[config.mk]
export PLATFORM = sky130hd
export DESIGN_NAME = cpl_tmo_tracker
export DESIGN_NICKNAME = d
export VERILOG_FILES = /design/src/rtl/cpl_tmo_pkg.sv /design/src/rtl/cpl_tmo_classify.sv /design/src/rtl/cpl_tmo_slot.sv /design/src/rtl/cpl_tmo_arb.sv /design/src/rtl/cpl_tmo_tracker.sv
export SDC_FILE = /design/constraint.sdc
export NUM_CORES = 1
export LEC_CHECK = 0
export ABC_AREA = 1
export BUFFER_PORTS_ARGS = -buffer_cell sky130_fd_sc_hd__buf_2
export CAP_MARGIN = 20
export CORE_MARGIN = 2
export CORE_UTILIZATION = 60
export DETAILED_ROUTE_END_ITERATION = 12
export PLACE_DENSITY = 0.86
export SLEW_MARGIN = 0
export SYNTH_ARGS = -nofsm -noshare
export SYNTH_HDL_FRONTEND = slang
export SYNTH_SLANG_ARGS = --single-unit
[constraint.sdc]
create_clock -name clk -period 4.58 [get_ports clk]
set_input_delay 0.458 -clock clk [delete_from_list [all_inputs] [get_ports clk]]
set_output_delay 0.458 -clock clk [all_outputs]
set_load 0.005 [all_outputs]
[src/rtl/cpl_tmo_pkg.sv]
package cpl_tmo_pkg;

  // Request type codes seen on req_type
  typedef enum logic [3:0] {
    RQ_MEM_RD    = 4'd0,
    RQ_MEM_RD_LK = 4'd1,
    RQ_IO_RD     = 4'd2,
    RQ_IO_WR     = 4'd3,
    RQ_CFG0_RD   = 4'd4,
    RQ_CFG0_WR   = 4'd5,
    RQ_CFG1_RD   = 4'd6,
    RQ_CFG1_WR   = 4'd7,
    RQ_MEM_WR    = 4'd8,
    RQ_MSG       = 4'd9,
    RQ_MSG_DATA  = 4'd10
  } req_kind_e;

  // How a request is closed
  typedef enum logic [1:0] {
    CLS_POSTED = 2'd0,
    CLS_RD     = 2'd1,
    CLS_WR     = 2'd2
  } cpl_class_e;

  localparam int NUM_LIMITS = 4;

endpackage

[src/rtl/cpl_tmo_classify.sv]
module cpl_tmo_classify
  import cpl_tmo_pkg::*;
(
  input  logic [3:0]  kind,
  output cpl_class_e  cls
);

  always_comb begin
    case (kind)
      RQ_MEM_RD, RQ_MEM_RD_LK, RQ_IO_RD, RQ_CFG0_RD, RQ_CFG1_RD: cls = CLS_RD;
      RQ_IO_WR, RQ_CFG0_WR, RQ_CFG1_WR:                          cls = CLS_WR;
      default:                                                   cls = CLS_POSTED;
    endcase
  end

endmodule

[src/rtl/cpl_tmo_slot.sv]
module cpl_tmo_slot
  import cpl_tmo_pkg::*;
#(
  parameter int CW = 17
) (
  input  logic          clk,
  input  logic          rst_n,
  input  logic          alloc,
  input  cpl_class_e    alloc_cls,
  input  logic          cpl_sel,
  input  logic          cpl_data,
  input  logic          cpl_err,
  input  logic [CW-1:0] limit_m1,
  input  logic          tmo_dis,
  input  logic          grant,
  output logic          busy,
  output logic          close,
  output logic          expire_req
);

  logic          is_wr;
  logic [CW-1:0] age;
  logic          overdue;

  // Write-class closes on a no-data completion; read-class on data or error
  assign close      = cpl_sel && busy && (is_wr ? !cpl_data : (cpl_data || cpl_err));
  assign overdue    = busy && (age >= limit_m1);
  // A completion on the same edge wins over expiry
  assign expire_req = overdue && !tmo_dis && !close;

  always_ff @(posedge clk) begin
    if (!rst_n) begin
      busy  <= 1'b0;
      is_wr <= 1'b0;
      age   <= '0;
    end else if (alloc) begin
      busy  <= 1'b1;
      is_wr <= (alloc_cls == CLS_WR);
      age   <= '0;
    end else if (close || grant) begin
      busy  <= 1'b0;
    end else if (busy && (age != '1)) begin
      age   <= age + 1'b1;
    end
  end

endmodule

[src/rtl/cpl_tmo_arb.sv]
module cpl_tmo_arb #(
  parameter int N  = 8,
  parameter int IW = $clog2(N)
) (
  input  logic [N-1:0]  req,
  output logic [N-1:0]  gnt,
  output logic          any,
  output logic [IW-1:0] idx
);

  // Lowest index wins; scan downward so the last hit is the lowest
  always_comb begin
    gnt = '0;
    idx = '0;
    for (int i = N - 1; i >= 0; i--) begin
      if (req[i]) begin
        gnt    = '0;
        gnt[i] = 1'b1;
        idx    = IW'(i);
      end
    end
  end

  assign any = |req;

endmodule

[src/rtl/cpl_tmo_tracker.sv]
module cpl_tmo_tracker
  import cpl_tmo_pkg::*;
#(
  parameter int NSLOT = 8,
  parameter int TBASE = 10,
  parameter int CNTW  = 8,
  parameter int TAGW  = $clog2(NSLOT)
) (
  input  logic            clk,
  input  logic            rst_n,
  input  logic            req_valid,
  output logic            req_ready,
  input  logic [3:0]      req_type,
  input  logic [TAGW-1:0] req_tag,
  input  logic            cpl_valid,
  input  logic [TAGW-1:0] cpl_tag,
  input  logic            cpl_has_data,
  input  logic            cpl_err,
  input  logic [1:0]      tmo_sel,
  input  logic            tmo_disable,
  output logic [3:0]      cap_range_mask,
  output logic            cap_dis_support,
  output logic            tmo_valid,
  output logic [TAGW-1:0] tmo_tag,
  output logic [CNTW-1:0] tmo_count,
  output logic            unexp_valid,
  output logic [TAGW-1:0] unexp_tag
);

  // Age counter wide enough for the largest limit plus one for saturation
  localparam int CW = TBASE + 2 * (NUM_LIMITS - 1) + 1;

  cpl_class_e       req_cls;
  logic             needs_cpl;
  logic             req_fire;
  logic [CW-1:0]    limit_m1;
  logic [NSLOT-1:0] alloc_vec;
  logic [NSLOT-1:0] cpl_sel_vec;
  logic [NSLOT-1:0] busy_vec;
  logic [NSLOT-1:0] close_vec;
  logic [NSLOT-1:0] exp_vec;
  logic [NSLOT-1:0] gnt_vec;
  logic             exp_any;
  logic [TAGW-1:0]  exp_idx;

  cpl_tmo_classify cls_i (
    .kind (req_type),
    .cls  (req_cls)
  );

  assign needs_cpl = (req_cls != CLS_POSTED);
  assign req_ready = !(needs_cpl && busy_vec[req_tag]);
  assign req_fire  = req_valid && req_ready;

  assign limit_m1 = (CW'(1) << (TBASE + 2 * int'(tmo_sel))) - CW'(1);

  assign cap_range_mask  = 4'b1111;
  assign cap_dis_support = 1'b1;

  for (genvar s = 0; s < NSLOT; s++) begin : g_slot
    assign alloc_vec[s]   = req_fire && needs_cpl && (req_tag == TAGW'(s));
    assign cpl_sel_vec[s] = cpl_valid && (cpl_tag == TAGW'(s));

    cpl_tmo_slot #(.CW(CW)) slot_i (
      .clk        (clk),
      .rst_n      (rst_n),
      .alloc      (alloc_vec[s]),
      .alloc_cls  (req_cls),
      .cpl_sel    (cpl_sel_vec[s]),
      .cpl_data   (cpl_has_data),
      .cpl_err    (cpl_err),
      .limit_m1   (limit_m1),
      .tmo_dis    (tmo_disable),
      .grant      (gnt_vec[s]),
      .busy       (busy_vec[s]),
      .close      (close_vec[s]),
      .expire_req (exp_vec[s])
    );
  end

  cpl_tmo_arb #(.N(NSLOT), .IW(TAGW)) arb_i (
    .req (exp_vec),
    .gnt (gnt_vec),
    .any (exp_any),
    .idx (exp_idx)
  );

  always_ff @(posedge clk) begin
    if (!rst_n) begin
      tmo_valid   <= 1'b0;
      tmo_tag     <= '0;
      tmo_count   <= '0;
      unexp_valid <= 1'b0;
      unexp_tag   <= '0;
    end else begin
      tmo_valid   <= exp_any;
      unexp_valid <= cpl_valid && !(|close_vec);
      if (exp_any) begin
        tmo_tag <= exp_idx;
        if (tmo_count != '1) tmo_count <= tmo_count + 1'b1;
      end
      if (cpl_valid) unexp_tag <= cpl_tag;
    end
  end

endmodule

Yosys cells after proc, flatten, opt, wreduce, memory -nomap -nowiden
Memories as Yosys holds them, arrays and structs flattened.
Index checks and enable logic that the tools add are counted.
Cells by class
  bitwise operators: 9
  reduce and logical (&&, ||, !) cells: 119
  add/subtract/negate cells: 11
  mux-type cells: 43
  equal/unequal tests: 24
  magnitude comparators: 9
  shift-type cells: 1
Operators by type and width (number)
  $add 17x1->17 const B: 8
  $ge 17x17->1: 8
  $ne 17x17->1 const B: 8
  $logic_and 1x1->1: 68
  $mux 8: 8
  $mux 1: 25
  $eq 3x3->1 const B: 8
  $mux 3: 8
  $reduce_and 2->1: 9
  $reduce_bool 2->1: 9
  $shl 1x5->17 const A: 1
  $sub 17x2->17 const B: 1
  $reduce_or 2->1: 8
  $reduce_or 8->1: 2
  $eq 3x2->1 const B: 4
  $logic_not 1->1: 12
  $logic_or 1x1->1: 9
  $not 1->1: 9
  $add 8x1->8 const B: 1
  $ne 8x8->1 const B: 1
  $eq 3x1->1 const B: 2
  $logic_not 3->1: 2
  $add 4x3->5 const A: 1
  $lt 3x4->1 const B: 1
  3 further kinds: 3
Word-level totals
  bits in read-only memories: 16
  word-level logic and storage cells: 246
  output and inout port bits: 22
  memories: 1
  register bits after elaboration: 168
Memories
  (no name shown): depth 8, width 2, read ports 1, clocked after memory_dff 0, write ports 0, line cpl_tmo_classify.sv:9  | case (kind)

Longest topological paths before layout
Gate-level depths: netlist of run 1.
  depth in word-level cells: 18
  mapped depth: 21

Cells and area by module
Synthesis of run 1 repeated with hierarchy kept, for this count alone.
Second synthesis, totals
  cells, all modules: 2209
  area, all modules: 14208.6 um^2
By module, submodules not included
  cpl_tmo_slot (g_slot[0].slot_i ...): area each 1614.0 um^2, times used 7, sequential area each 380.4 um^2, cells each 248
  cpl_tmo_slot (g_slot[4].slot_i): area each 1604.0 um^2, times used 1, sequential area each 380.4 um^2, cells each 250
  cpl_tmo_tracker: area each 1114.8 um^2, times used 1, sequential area each 320.3 um^2, cells each 183
  cpl_tmo_arb: area each 168.9 um^2, times used 1, sequential area each 0.0 um^2, cells each 35
  cpl_tmo_classify: area each 22.5 um^2, times used 1, sequential area each 0.0 um^2, cells each 5

Worst setup path before layout of run 1
Ideal clock, no wire load.
  kind: input -> register
  start point: input port tmo_sel[0]
  end point: register g_slot[2].slot_i.age[3]
  library setup time: 0.120 ns
  setup slack: 1.287 ns
  arrival: 3.173 ns
  data required time: 4.460 ns
  cell stages on the path: 20
  path through: nand2_1 -> inv_1 -> ha_1 -> buf_6 -> inv_4 -> buf_6 -> nand2_1 -> ha_1 -> nand4_1 -> nor2_1 -> nand4_1 -> nand4_1 -> nand3_1 -> nand2_4 -> inv_4 -> nand2_1 -> nand3_2 -> buf_4 -> nand2_1 -> a21oi_1
Between the ends
  cells in the longest elaborated chain, start to end: 17
  elaborated cells on any way between the ends: 41
  those cells by class: 2 x add/sub; 7 x order compare; 1 x shift; 7 x mux; 1 x bitwise; 23 x reduce/logical
Ends and longest elaborated chain
  from (decl): line cpl_tmo_tracker.sv:19  | input logic [1:0] tmo_sel,
  $add 4x3->5 *: line cpl_tmo_tracker.sv:55  | assign limit_m1 = (CW'(1) << (TBASE + 2 * int'(tmo_sel))) - CW'(1);
  $shl 1x5->17 *: line cpl_tmo_tracker.sv:55
  $sub 17x2->17 *: line cpl_tmo_tracker.sv:55
  $ge 17x17->1: line cpl_tmo_slot.sv:27  | assign overdue = busy && (age >= limit_m1);
  $logic_and 1x1->1: line cpl_tmo_slot.sv:27
  $logic_and 1x1->1 (2 in a row): line cpl_tmo_slot.sv:29  | assign expire_req = overdue && !tmo_dis && !close;
  $mux 8 (6 in a row): line cpl_tmo_arb.sv:16  | if (req[i]) begin
  $mux 8 *: line cpl_tmo_arb.sv:16
  $logic_or 1x1->1 *: line cpl_tmo_slot.sv:40  | end else if (close || grant) begin
  $not 1->1 (no source line) *
  $reduce_and 2->1 (no source line) *
  to (signal assigned): line cpl_tmo_slot.sv:43  | age <= age + 1'b1;
  to (decl): line cpl_tmo_slot.sv:22  | logic [CW-1:0] age;
Mark *: on every way between the ends. The rest lies on a longest branch, timed or not.
A chain may end at the register's enable or synchronous reset.

Worst setup path in the final report of run 1
  start point: input port tmo_sel[1]
  end point: register g_slot[1].slot_i.age[3]
Between the ends
  cells in the longest elaborated chain, start to end: 17
  elaborated cells on any way between the ends: 41
  those cells by class: 2 x add/sub; 7 x order compare; 1 x shift; 7 x mux; 1 x bitwise; 23 x reduce/logical
Ends and longest elaborated chain (line)
  $add 4x3->5 *: cpl_tmo_tracker.sv:55
  $shl 1x5->17 *: cpl_tmo_tracker.sv:55
  $sub 17x2->17 *: cpl_tmo_tracker.sv:55
  $ge 17x17->1: cpl_tmo_slot.sv:27
  $logic_and 1x1->1: cpl_tmo_slot.sv:27
  $logic_and 1x1->1 (2 in a row): cpl_tmo_slot.sv:29
  $mux 8 (6 in a row): cpl_tmo_arb.sv:16
  $mux 8 *: cpl_tmo_arb.sv:16
  $logic_or 1x1->1 *: cpl_tmo_slot.sv:40
  $not 1->1 (no source line) *
  $reduce_and 2->1 (no source line) *
  to (signal assigned): cpl_tmo_slot.sv:43
  to (decl): cpl_tmo_slot.sv:22
Marks and branches as above.

==> impl_metrics.tcl, run 1 <==
set metrics [dict create \
    viasPerCell 5.98 \
    area.growth.synth_to_final_pct 7.18 \
    multi_input_area_um2 8480 \
    switching_share 0.265 \
    grtUsageTotal 0.307 \
    pwr-share-comb 0.073 \
    start_kind "input pin" \
    cts_tree "built" \
    wl_met2_um 15400 \
    avgRoutedWirePerCell_um 15.7 \
    yosysTopAreaCell "dfxtp_1" \
    start_util 0.607 \
    cts_buffer_depth 2 \
    globalplace.congestion 0.986 \
    vias 12800 \
    clock_skew_ns 0.00870 \
    outcome "completed" \
    drive_above_1_share 0.0683 \
    grt_pass1_vias 12000 \
    pwr-share-seq 0.469 \
    antennaDiodeCount 0 \
    max-cap-violations 0 \
    finalHoldViolCount 0 \
    worstSetupEndpointType "flop" \
    synthDistinctLibCells 50 \
    yosysMostFrequentCell "nand2_1" \
    drtIter0Drc 1214 \
    ys_warn_count 0 \
    intPower_uw 2310 \
    cts_buffers 17 \
    drc 0 \
    synthCells 1812 \
    regArea_um2 3360 \
    wl_met1_um 14400 \
    die_height_um 149 \
    ir_drop_mv 0.216 \
    fin_crit_ns 3.53 \
    synth_seq_area_share 0.266 \
    hold_buffers 0 \
    leakage_uw 0.00549 \
    core_um2 20800 \
    post-route-util 0.651 \
    synth_area_um2 12600 \
    io_buffers 35 \
    p_switching_uw 833 \
    cts.sinks 168 \
    dp_hpwl_um 24200 \
    rows 53 \
    die_w_um 149 \
    clkPwrFrac 0.457 \
    dr.pass1.iters 6 \
    ant_nets 0 \
    top_layer "met5" \
    cts_max_level 4 \
    crit_required_ns 4.91 \
    post_cts_buffers 0 \
    postRouteWirelength_um 33600 \
    die_area_um2 22300 \
    antenna_found_initial 2 \
    ys_ff_latch 168 \
    clkLatencyLatePin_ns 0.44 \
    fillers 1756 \
    async_flop_share 0 \
    cp_cell_sequence "buf_2 -> nand2_1 -> inv_1 -> ha_2 -> inv_4 -> nand2_1 -> ha_1 -> nand4_1 -> nor2_1 -> nand4_1 -> nand4_1 -> nand3_1 -> nand2_1 -> nand3_2 -> inv_2 -> nand3_1 -> and3_1" \
    crit_arrival_ns 3.87 \
    synth_edf_count 0 \
    rsz0062_at_grt "no" \
    avgSynthCellArea_um2 6.98 \
    synth_top_area_share 0.266 \
    yosys-top-cells-area "dfxtp_1, ha_1, nand2_1" \
    dr_wl_met3_um 2500 \
    cp_slowest_cell "inv_2" \
    critPathMaxStageDelay_ns 0.36 \
    tns_ns 0 \
    power-per-cell-area_nw_per_um2 232 \
    crit_fanout 18 \
    hold_class "in2reg" \
    tightest_slew_ns 0.831 \
    path_buf_inv 4 \
    relSlewSlack 0.446 \
    critPathKind "in2reg" \
    cts-root-buf "clkbuf_16" \
    critPathTopFamily "simple AND/OR/NAND/NOR gates" \
    grt_overflow 0 \
    fin_crit_sh 0.772 \
    setup_viol 0 \
    grt_max_degree 23 \
    fin_nets 2000 \
    grt_first_pass_wirelength_um 56500 \
    clk_pin_slew_ns 0.07 \
    pin_count 41 \
    cts_resized 0 \
    max_freq_mhz 283 \
    drv_slew 0 \
    synth_commonest_cells "nand2_1, a21oi_1, dfxtp_1, nor2_1, nand3_1" \
    ys.flop_type "dfxtp_1" \
]
[power by group through the flow]
stage / combinational [uW] / sequential, uW / clock [uW]
4_1_cts: 224 / 1470 / 1450
3_3_place_gp: 214 / 1510 / 0
2_1_floorplan: 157 / 1510 / 0
5_1_grt: 253 / 1470 / 1510
6_report: 231 / 1470 / 1440
3_5_place_dp: 222 / 1510 / 0
[flip-flops by register name (all words and copies together), names as in the netlist]
signal / count
g_slot.slot_i.is_wr: 8
g_slot.slot_i.age: 136
tmo_tag: 3
unexp_valid: 1
tmo_count: 8
g_slot.slot_i.busy: 8
tmo_valid: 1
unexp_tag: 3
[placed cells by master, fill, tap and decap left out, types with 7 or more instances in the layout]
cell	Yosys	final
a21oi_1	210	210
buf_2	13	35
buf_4	12	11
clkbuf_16	0	17
conb_1	2	21
dfxtp_1	168	168
ha_1	134	133
inv_1	129	129
inv_6	0	7
nand2_1	404	404
nand2_2	7	7
nand2_4	10	10
nand3_1	165	165
nand4_1	89	89
nor2_1	168	168
nor2_2	8	8
nor3_1	45	45
nor4_1	10	10
o2111ai_2	7	7
o21ai_0	44	44
o21bai_1	9	9
xnor2_1	42	42
xor2_1	63	63
[worst paths after layout]
path / startpoint / endpoint / slack, ns / cells past startpoint
setup / recovery: tmo_sel[1] / g_slot[1].slot_i.age[3] / 1.05 / 17
hold / removal: cpl_valid / unexp_tag[0] / 0.33 / 2
setup reg to reg: g_slot[0].slot_i.age[11] / g_slot[1].slot_i.age[3] / 1.76 / 13
hold reg to reg: g_slot[5].slot_i.is_wr / g_slot[5].slot_i.is_wr / 0.49 / 2
[per-layer routing]
| metal | vias up | global-route usage |
|---|---|---|
| met4 | 2 | 0.151 |
| met3 | 106 | 0.0489 |
| met2 | 560 | 0.495 |
| li1 | 6247 | - |
| met5 | - | 0 |
| met1 | 5852 | 0.400 |
[final cells by class]
class                   count  area share
multi-input cells        1474       0.626
flip-flops and latches    168       0.248
inverters                 140      0.0391
clock buffers              19      0.0327
well taps                 275      0.0254
repair buffers             46      0.0190
clock inverters            13     0.00978
[per-stage QoR]
| step | std cells | cell area [um2] | hold WS, ns | power (uW) | setup slack, ns |
|---|---|---|---|---|---|
| CTS | 2135 | 13600 | 0.309 | 3150 | 1.18 |
| finish | 2135 | 13600 | 0.328 | 3140 | 1.05 |
| floorplan | 1831 | 12700 | 0.449 | 1660 | 1.29 |
| global placement | 2103 | 13000 | 0.465 | 1720 | 0.867 |
| global route | 2135 | 13600 | 0.335 | 3240 | 0.815 |
| detailed placement | 2103 | 13000 | 0.481 | 1730 | 0.711 |
[cell families after synthesis]
| family | after synthesis | synth area share |
|---|---|---|
| AOI/OAI and AO/OA | 287 | 0.125 |
| xor gates and xnor gates | 105 | 0.0727 |
| other | 2 | 0.000594 |
| and+or+nand+nor | 927 | 0.334 |
| DFF | 168 | 0.266 |
| adders and majority gates | 134 | 0.133 |
| buffers and inverters | 189 | 0.0691 |
Note: power is estimated with default switching activity, not from simulation.
==> run 2, diff against run 1 <==
ABC_AREA = 0   (was 1)
CORE_UTILIZATION = 57   (was 60)
clock period = 3.2 ns   (was 4.58 ns; I/O delays follow)
==> run 2 against run 1 <==
Against the previous run:
- setup slack worse by 0.95 ns
- hold slack worse by 0.10 ns
- via count down 17%
- combinational power grew 50%
- first-iteration DRC count is 20% lower
- register-to-register slack worse by 1.6 ns
- wire length is 12% lower
- non-clock buffer count up 78
- area after synthesis is 12% lower
- sequential share of layout area grew 1.2 points
- total power increased by 40%
- count of clock-buffer cells in the layout increased by 2
- largest power group unchanged
==> impl_metrics.tcl, run 2 <==
set metrics [dict create \
    outcome "completed" \
    synth_area_um2 11100 \
    async_flop_share 0 \
    ir_drop_mv 0.387 \
    largest-register "g_slot.slot_i.age" \
    antennaDiodeCount 0 \
    grt_first_pass_wirelength_um 48300 \
    dp_hpwl_um 21800 \
    critPathKind "in2reg" \
    reg2regPathDepth 13 \
    avgSynthCellArea_um2 8.30 \
    synth_top_area_share 0.304 \
    fin_crit_sh 0.970 \
    clkPwrFrac 0.444 \
    area.growth.synth_to_final_pct 16.8 \
    synth_edf_count 0 \
    cts.sinks 168 \
    crit_fanout 19 \
    pin_count 41 \
    drive_above_1_share 0.146 \
    yosys-top-cells-area "dfxtp_1, ha_1, nor2_1" \
    p_switching_uw 1160 \
    grt_overflow 0 \
    die_height_um 143 \
    crit_arrival_ns 3.48 \
    ys_warn_count 0 \
    cts_buffers 17 \
    cts-root-buf "clkbuf_16" \
    intPower_uw 3250 \
    die_w_um 143 \
    synthDistinctLibCells 73 \
    grt_max_degree 30 \
    yosysTopAreaCell "dfxtp_1" \
    finalHoldViolCount 0 \
    wl_met2_um 13600 \
    start_util 0.586 \
    fillers 1454 \
    ys.flop_type "dfxtp_1" \
    max_freq_mhz 322 \
    hold_depth 3 \
    fin_nets 1596 \
    largest_register_ffs 136 \
    pwr-share-comb 0.078 \
    crit_required_ns 3.58 \
    cts_max_level 4 \
    core_um2 18900 \
    rsz0062_at_grt "no" \
    dr.pass1.iters 5 \
    cts_tree "built" \
    pwr-share-seq 0.477 \
    drv_slew 0 \
    ant_nets 0 \
    yosysMostFrequentCell "dfxtp_1" \
    power-per-cell-area_nw_per_um2 341 \
    clkLatencyLatePin_ns 0.45 \
    ys_ff_latch 168 \
    grtUsageTotal 0.293 \
    dr_wl_met3_um 2420 \
    io_buffers 35 \
    setup_viol 0 \
    layout_common_cells "dfxtp_1, nor2_1, ha_1, nand2_1, buf_4" \
    postRouteWirelength_um 29500 \
    drtIter0Drc 967 \
    tns_ns 0 \
    start_kind "input pin" \
    synth_seq_area_share 0.304 \
    clock_skew_ns 0.0136 \
    post-route-util 0.684 \
    hold_class "in2reg" \
    synthCells 1333 \
    globalplace.congestion 0.955 \
    max-cap-violations 0 \
    relSlewSlack 0.513 \
    top_layer "met4" \
    clk_pin_slew_ns 0.07 \
    place_inst 1682 \
    hold-worst-slack_ns 0.225 \
    stdcell_count 1716 \
    worstSetupEndpointType "flop" \
    switching_share 0.263 \
    grt_pass1_vias 10100 \
    tightest_slew_ns 0.721 \
    drc 0 \
    rows 50 \
    avgRoutedWirePerCell_um 17.2 \
    hold_buffers 0 \
    wl_met1_um 12700 \
    synth_commonest_cells "dfxtp_1, nor2_1, ha_1" \
    vias 10600 \
    leakage_uw 0.00533 \
    cts_buffer_depth 2 \
    fin_crit_ns 3.10 \
    antenna_found_initial 0 \
    final_common_cell "dfxtp_1" \
    viasPerCell 6.15 \
    die_area_um2 20500 \
]
run 2: power groups by stage:
stage,combinational (uW),sequential [uW],clock (uW)
6_report,346,2110,1960
2_1_floorplan,204,2150,0
3_5_place_dp,334,2150,0
3_3_place_gp,321,2150,0
4_1_cts,337,2110,1970
5_1_grt,379,2110,2050
run 2: per-stage QoR:
step | instance area [um2] | worst slack, ns | total power (uW)
after floorplan | 11400 | -0.266 | 2360
after detailed placement | 12300 | -0.356 | 2490
after global placement | 12300 | -0.214 | 2470
after CTS | 12900 | 0.0785 | 4410
final | 12900 | 0.0964 | 4410
after global routing | 12900 | 0.000274 | 4540
run 2: area by class of cell:
| class | instances | area (um2) | area share |
|---|---|---|---|
| flip-flops and latches | 168 | 3360 | 0.260 |
| clock buffers | 21 | 450 | 0.0348 |
| multi-input cells | 1104 | 7680 | 0.594 |
| clock inverters | 11 | 90.1 | 0.00697 |
| repair buffers | 124 | 906 | 0.0701 |
| inverters | 28 | 108 | 0.00833 |
| well taps | 260 | 325 | 0.0252 |
run 2: worst paths after layout:
| path | to | from | slack (ns) |
|---|---|---|---|
| min reg2reg | g_slot[5].slot_i.age[11] | g_slot[5].slot_i.age[11] | 0.51 |
| min | unexp_tag[1] | cpl_tag[1] | 0.23 |
| max | tmo_count[5] | tmo_sel[1] | 0.1 |
| max reg2reg | tmo_count[5] | g_slot[4].slot_i.is_wr | 0.14 |
run 2: repair_timing:
action / 4_1_cts / 5_1_grt
resized for setup: 0 / 12
setup endpoints to repair: 0 / 48
setup buffers: 0 / 2
run 2: worst max-delay path, stage by stage:
cell and delay [ns]:
buf_2 0.19, nand2_4 0.09, ha_4 0.22, buf_4 0.23, ha_1 0.32, nand3_1 0.08
o21ai_0 0.19, a21oi_1 0.12, o21a_1 0.20, a211oi_2 0.21, nand4b_1 0.14, buf_4 0.18
buf_4 0.19, o21ai_2 0.06, buf_4 0.17, or4_1 0.41, a21oi_1 0.14
run 2: kinds of logic after synthesis:
kind of cell               after synthesis  synth area share
other                                    2          0.000679
DFF                                    168             0.304
xor gates and xnor gates                78            0.0617
adders and majority gates              134             0.151
and+or+nand+nor                        556             0.257
AOI/OAI and AO/OA                      288             0.165
buffers and inverters                   80            0.0341
muxes                                   27            0.0268
run 2: layer usage:
metal  vias up  track usage
li1       5101            -
met1      5008        0.374
met2       382        0.469
met3        63       0.0796
met4         0        0.122
met5         -            0
